--- src/rtl/irq_pkg.sv ---
package irq_pkg;
    localparam int NSRC  = 4;
    localparam int BUS_W = 2 * NSRC;

    typedef enum int {
        SRC_TMR = 0,
        SRC_SEC = 1,
        SRC_VID = 2,
        SRC_SPR = 3
    } src_e;

    typedef struct packed {
        logic [NSRC-1:0] en;
        logic [NSRC-1:0] clr;
    } ctl_word_t;

    // Even bus bits carry enables, odd bits carry clear commands.
    function automatic ctl_word_t split_ctl(input logic [BUS_W-1:0] d);
        ctl_word_t w;
        for (int i = 0; i < NSRC; i++) begin
            w.en[i]  = d[2*i];
            w.clr[i] = d[2*i+1];
        end
        return w;
    endfunction

    // Status: live level on even bits, request latch on odd bits.
    function automatic logic [BUS_W-1:0] merge_status(input logic [NSRC-1:0] live,
                                                      input logic [NSRC-1:0] lat);
        logic [BUS_W-1:0] d;
        for (int i = 0; i < NSRC; i++) begin
            d[2*i]   = live[i];
            d[2*i+1] = lat[i];
        end
        return d;
    endfunction
endpackage

--- src/rtl/irq_evt_gen.sv ---
module irq_evt_gen
    import irq_pkg::*;
(
    input  logic            clk,
    input  logic            rst,
    input  logic            tmr_tick,
    input  logic            sec_tick,
    input  logic            vid_flag,
    input  logic            blk_adv,
    input  logic            spare_in,
    output logic [NSRC-1:0] evt,
    output logic [NSRC-1:0] live
);
    logic tmr_tgl_q, sec_tgl_q, blk_flag_q, spare_q;

    always_ff @(posedge clk) begin
        if (rst) begin
            tmr_tgl_q  <= 1'b0;
            sec_tgl_q  <= 1'b0;
            blk_flag_q <= 1'b0;
            spare_q    <= 1'b0;
        end else begin
            tmr_tgl_q <= tmr_tgl_q ^ tmr_tick;
            sec_tgl_q <= sec_tgl_q ^ sec_tick;
            spare_q   <= spare_in;
            if (blk_adv) blk_flag_q <= vid_flag;
        end
    end

    always_comb begin
        evt          = '0;
        evt[SRC_TMR] = tmr_tick;
        evt[SRC_SEC] = sec_tick;
        evt[SRC_VID] = blk_adv & blk_flag_q & ~vid_flag;
        evt[SRC_SPR] = spare_in & ~spare_q;
        live          = '0;
        live[SRC_TMR] = tmr_tgl_q;
        live[SRC_SEC] = sec_tgl_q;
        live[SRC_VID] = vid_flag;
        live[SRC_SPR] = spare_in;
    end
endmodule

--- src/rtl/irq_ctl_reg.sv ---
module irq_ctl_reg
    import irq_pkg::*;
(
    input  logic             clk,
    input  logic             rst,
    input  logic             wr_en,
    input  logic [BUS_W-1:0] wr_data,
    output logic [NSRC-1:0]  en_q,
    output logic [NSRC-1:0]  clr_req
);
    ctl_word_t ctl;

    always_comb begin
        ctl     = split_ctl(wr_data);
        clr_req = wr_en ? ctl.clr : '0;
    end

    always_ff @(posedge clk) begin
        if (rst)        en_q <= '0;
        else if (wr_en) en_q <= ctl.en;
    end
endmodule

--- src/rtl/irq_req_cell.sv ---
module irq_req_cell (
    input  logic clk,
    input  logic rst,
    input  logic evt,
    input  logic en,
    input  logic clr,
    output logic lat
);
    always_ff @(posedge clk) begin
        if (rst)            lat <= 1'b0;
        else if (evt && en) lat <= 1'b1;
        else if (clr)       lat <= 1'b0;
    end
endmodule

--- src/rtl/irq_latch_ctrl.sv ---
module irq_latch_ctrl
    import irq_pkg::*;
(
    input  logic             clk,
    input  logic             rst,
    input  logic             tmr_tick,
    input  logic             sec_tick,
    input  logic             vid_flag,
    input  logic             blk_adv,
    input  logic             spare_in,
    input  logic             wr_en,
    input  logic [BUS_W-1:0] wr_data,
    output logic [BUS_W-1:0] rd_data,
    output logic             irq_n
);
    logic [NSRC-1:0] evt, live, en_q, clr_req, lat;

    irq_evt_gen u_evt (
        .clk(clk), .rst(rst), .tmr_tick(tmr_tick), .sec_tick(sec_tick),
        .vid_flag(vid_flag), .blk_adv(blk_adv), .spare_in(spare_in),
        .evt(evt), .live(live)
    );

    irq_ctl_reg u_ctl (
        .clk(clk), .rst(rst), .wr_en(wr_en), .wr_data(wr_data),
        .en_q(en_q), .clr_req(clr_req)
    );

    for (genvar g = 0; g < NSRC; g++) begin : g_cell
        irq_req_cell u_cell (
            .clk(clk), .rst(rst), .evt(evt[g]), .en(en_q[g]),
            .clr(clr_req[g]), .lat(lat[g])
        );
    end

    assign rd_data = merge_status(live, lat);
    assign irq_n   = ~|(lat & en_q);
endmodule

--- config.mk ---
export PLATFORM = sky130hd
export DESIGN_NAME = irq_latch_ctrl
export DESIGN_NICKNAME = d
export VERILOG_FILES = /design/src/rtl/irq_pkg.sv /design/src/rtl/irq_evt_gen.sv /design/src/rtl/irq_ctl_reg.sv /design/src/rtl/irq_req_cell.sv /design/src/rtl/irq_latch_ctrl.sv
export SDC_FILE = /design/constraint.sdc
export NUM_CORES = 1
export LEC_CHECK = 0
export BUFFER_PORTS_ARGS = -buffer_cell sky130_fd_sc_hd__buf_2
export CAP_MARGIN = 20
export CORE_AREA = 4 4 45 47
export CTS_CLUSTER_DIAMETER = 150
export DETAILED_ROUTE_END_ITERATION = 7
export DIE_AREA = 0 0 49 51
export GPL_ROUTABILITY_DRIVEN = 0
export PLACE_DENSITY = 0.64
export SYNTH_ARGS = -nofsm -noshare
export SYNTH_HDL_FRONTEND = slang
export SYNTH_SLANG_ARGS = --single-unit
export TNS_END_PERCENT = 10
--- constraint.sdc ---
create_clock -name clk -period 1.9 [get_ports clk]
set_input_delay 0.38 -clock clk [delete_from_list [all_inputs] [get_ports clk]]
set_output_delay 0.38 -clock clk [all_outputs]
set_load 0.02 [all_outputs]
==> results.ini <==
[routing]
routed-via-count=403
route.detailed.wl_per_inst_um=12.3
detail_route.first_pass.iterations=4
drcViolationCount=0
wirelength_mm=1.05
drt-initial-drc-count=4
antenna_violating_nets_post_route=0
route.detailed.vias_per_inst=4.74

[run_status]
run_status=finished clean

[cells_and_area]
final_nets=86
post_layout_nonfiller_instances=85
mostFrequentLayoutCells=sky130_fd_sc_hd__buf_2 (24), sky130_fd_sc_hd__dfxtp_1 (12), sky130_fd_sc_hd__nor2_1 (7), sky130_fd_sc_hd__mux2i_1 (5)
antenna-diode-count=0
final_util=0.380
layout.cells.most_common=sky130_fd_sc_hd__buf_2
post_route_cells_drive_above_1_share=0.471
area_growth_syn_to_layout_pct=16.2

[sta]
totalNegativeSetupSlack_ns=0
worst_pin_slew_ns=0.260
period_needed_ns=1.59
timing.slew.headroom=0.827
rsz0062_at_grt=no
timing.final.setup_violations=0
worst_clock_skew_ns=0.00305
timing.final.ws_setup_ns=0.311
hold_viol=0
maxSlewViolCount=0
max_freq_mhz=629
final.period_utilization=0.836

[logic_synthesis]
synth_cell_type_count=15
synth.cell_area_um2=539
post_synthesis_sequential_element_count=12
synth_top_cells_by_area=sky130_fd_sc_hd__dfxtp_1 (45%), sky130_fd_sc_hd__buf_4 (11%), sky130_fd_sc_hd__mux2i_1 (9.3%), sky130_fd_sc_hd__a21bo_1 (7.4%), sky130_fd_sc_hd__a21oi_2 (6.5%)
synth_largest_type_area_fraction=0.445
ys_seq_area_frac=0.445
synth_largest_area_cell=sky130_fd_sc_hd__dfxtp_1
synthesis.yosys.warnings=0
synth_area_per_cell_um2=10.6
synth_nets=67
syn-instance-count=51

[power_and_ir_drop]
switching_component_of_the_power_uw=124
power_report.internal_total_uw=374
share_seq_of_total_power=0.553
power_frac_comb=0.147
leakagePower_nw=0.290
clkPwrFrac=0.300
vdd.ir_drop.worst_mv=0.401
power-per-cell-area_nw_per_um2=795
power.share.switching=0.250

[worst_setup_path]
worst_path_largest_cell_delay_ns=0.32
worst_r2r_endpoint=g_cell[2].u_cell.lat
cp_slowest_cell=sky130_fd_sc_hd__dfxtp_1
worstSetupEndpointType=output port
critical_path_at_ns=1.21
worst-endpoint-required_ns=1.52
reg2reg_from=g_cell[2].u_cell.lat
critPathLaunchType=register
cp_max_fo=3
setup.worst_path.class=reg -> out
cp_cell_instances=a22o_1, a221oi_2, buf_2
cp-startpoint=g_cell[0].u_cell.lat
worst-r2r-cell-count=2
ff_to_ff_setup_slack_ns=1.14

[clock_tree]
clock_tree.buffer_depth=2
clk_transition_reported_paths_ns=0.07
cts_root_buffer=sky130_fd_sc_hd__clkbuf_4
hold_buffers=0
tritoncts_sink_count=12
insertion_delay_ns=0.27
tritoncts_clock_tree=built
post-cts-setup-buffer-count=0
cts_resized=0
cts_inserted_buffers=3
htree_num_levels=1

[floorplan]
die_area_um2=2500
io-pin-count=25
die_h_um=51
core-area_um2=1650
die_w_um=49
initial_utilization=0.327
row_count=15

[global_routing]
pin_count_of_the_biggest_net_entering_global_routing=13
first_global_vias=435
grt_overflow_total=0
grt_usage=0.0941
grt_antenna_before_repair=0
global_route_wire_length_before_repair_mm=1.75

[hold_path]
hold_path_end=u_ctl.en_q[2]
hold_depth=3
hp-start=wr_data[4]
hold_class=in -> reg

[place]
placed_cells_incl_taps=82
numPortBuffers=24
preCtsSetupSlack_ns=0.604
dpl.hpwl_um=805

[job]
timing.max_cap.violations=0

cell usage after synthesis:
cell type                  instances
sky130_fd_sc_hd__dfxtp_1          12
sky130_fd_sc_hd__buf_4             8
sky130_fd_sc_hd__nor2_1            7
sky130_fd_sc_hd__mux2i_1           5
sky130_fd_sc_hd__a21bo_1           4
sky130_fd_sc_hd__a21oi_2           4
sky130_fd_sc_hd__nand2_1           2
sky130_fd_sc_hd__xnor2_1           2
sky130_fd_sc_hd__a221oi_2          1
sky130_fd_sc_hd__a22o_1            1
sky130_fd_sc_hd__buf_2             1
sky130_fd_sc_hd__buf_6             1
sky130_fd_sc_hd__nand3b_1          1
sky130_fd_sc_hd__nand4b_1          1
sky130_fd_sc_hd__nor2b_1           1
stage by stage:
stage	hold slack, ns	instance area [um2]	power, mW
after global routing	0.343	627	0.531
after floorplan	0.442	539	0.337
final	0.345	627	0.498
after global placement	0.461	604	0.354
after detailed placement	0.477	604	0.355
after CTS	0.334	627	0.511
power by group through the flow:
stage               sequential [mW]  combinational [mW]  clock (mW)
CTS                           0.275              0.0743       0.161
detailed placement            0.281              0.0740           0
floorplan                     0.279              0.0577           0
global placement              0.281              0.0730           0
finish                        0.275              0.0733       0.149
global route                  0.277              0.0814       0.172
kinds of logic (layout without fill, tap and decap cells):
group                     Yosys count  in the layout  share of synthesized area
muxes                               5              5                     0.0928
buffers and inverters              10             27                      0.142
and+or+nand+nor                    12             12                      0.104
xor gates and xnor gates            2              2                     0.0325
DFF                                12             12                      0.445
AOI/OAI and AO/OA                  10             10                      0.183
registers in the layout, summed over array words and instances, names as in the netlist:
name and count:
g_cell.u_cell.lat 4, u_evt.tmr_tgl_q 1, u_evt.spare_q 1, u_evt.blk_flag_q 1, u_evt.sec_tgl_q 1, u_ctl.en_q 4
worst max-delay path: cells and delay by family, from the launching register on:
| kind | cells | cell delay, ns |
|---|---|---|
| flip-flops | 1 | 0.32 |
| buffers and inverters | 1 | 0.20 |
| AO/OA/AOI/OAI | 2 | 0.42 |
metal layers:
layer  global-route usage  wire length [um]  share of wire
met5                    0                 0              0
met4               0.0538                18          0.017
met3               0.0583               107           0.10
met2                0.143               443           0.42
met1               0.0986               477           0.46
layout make-up:
class / count / area, um2
multi-input cells: 29 / 223
clock buffers: 3 / 22.5
well taps: 17 / 21.3
repair buffers: 24 / 120
flip-flops and latches: 12 / 240
fillers: 180 / 1020
worst max-delay path by stage:
stage	to	cells past startpoint
finish	irq_n	3
global route	irq_n	3
CTS	irq_n	3
detailed placement	irq_n	3
global placement	irq_n	3
floorplan	irq_n	2
(Power assumes the default switching activity.)
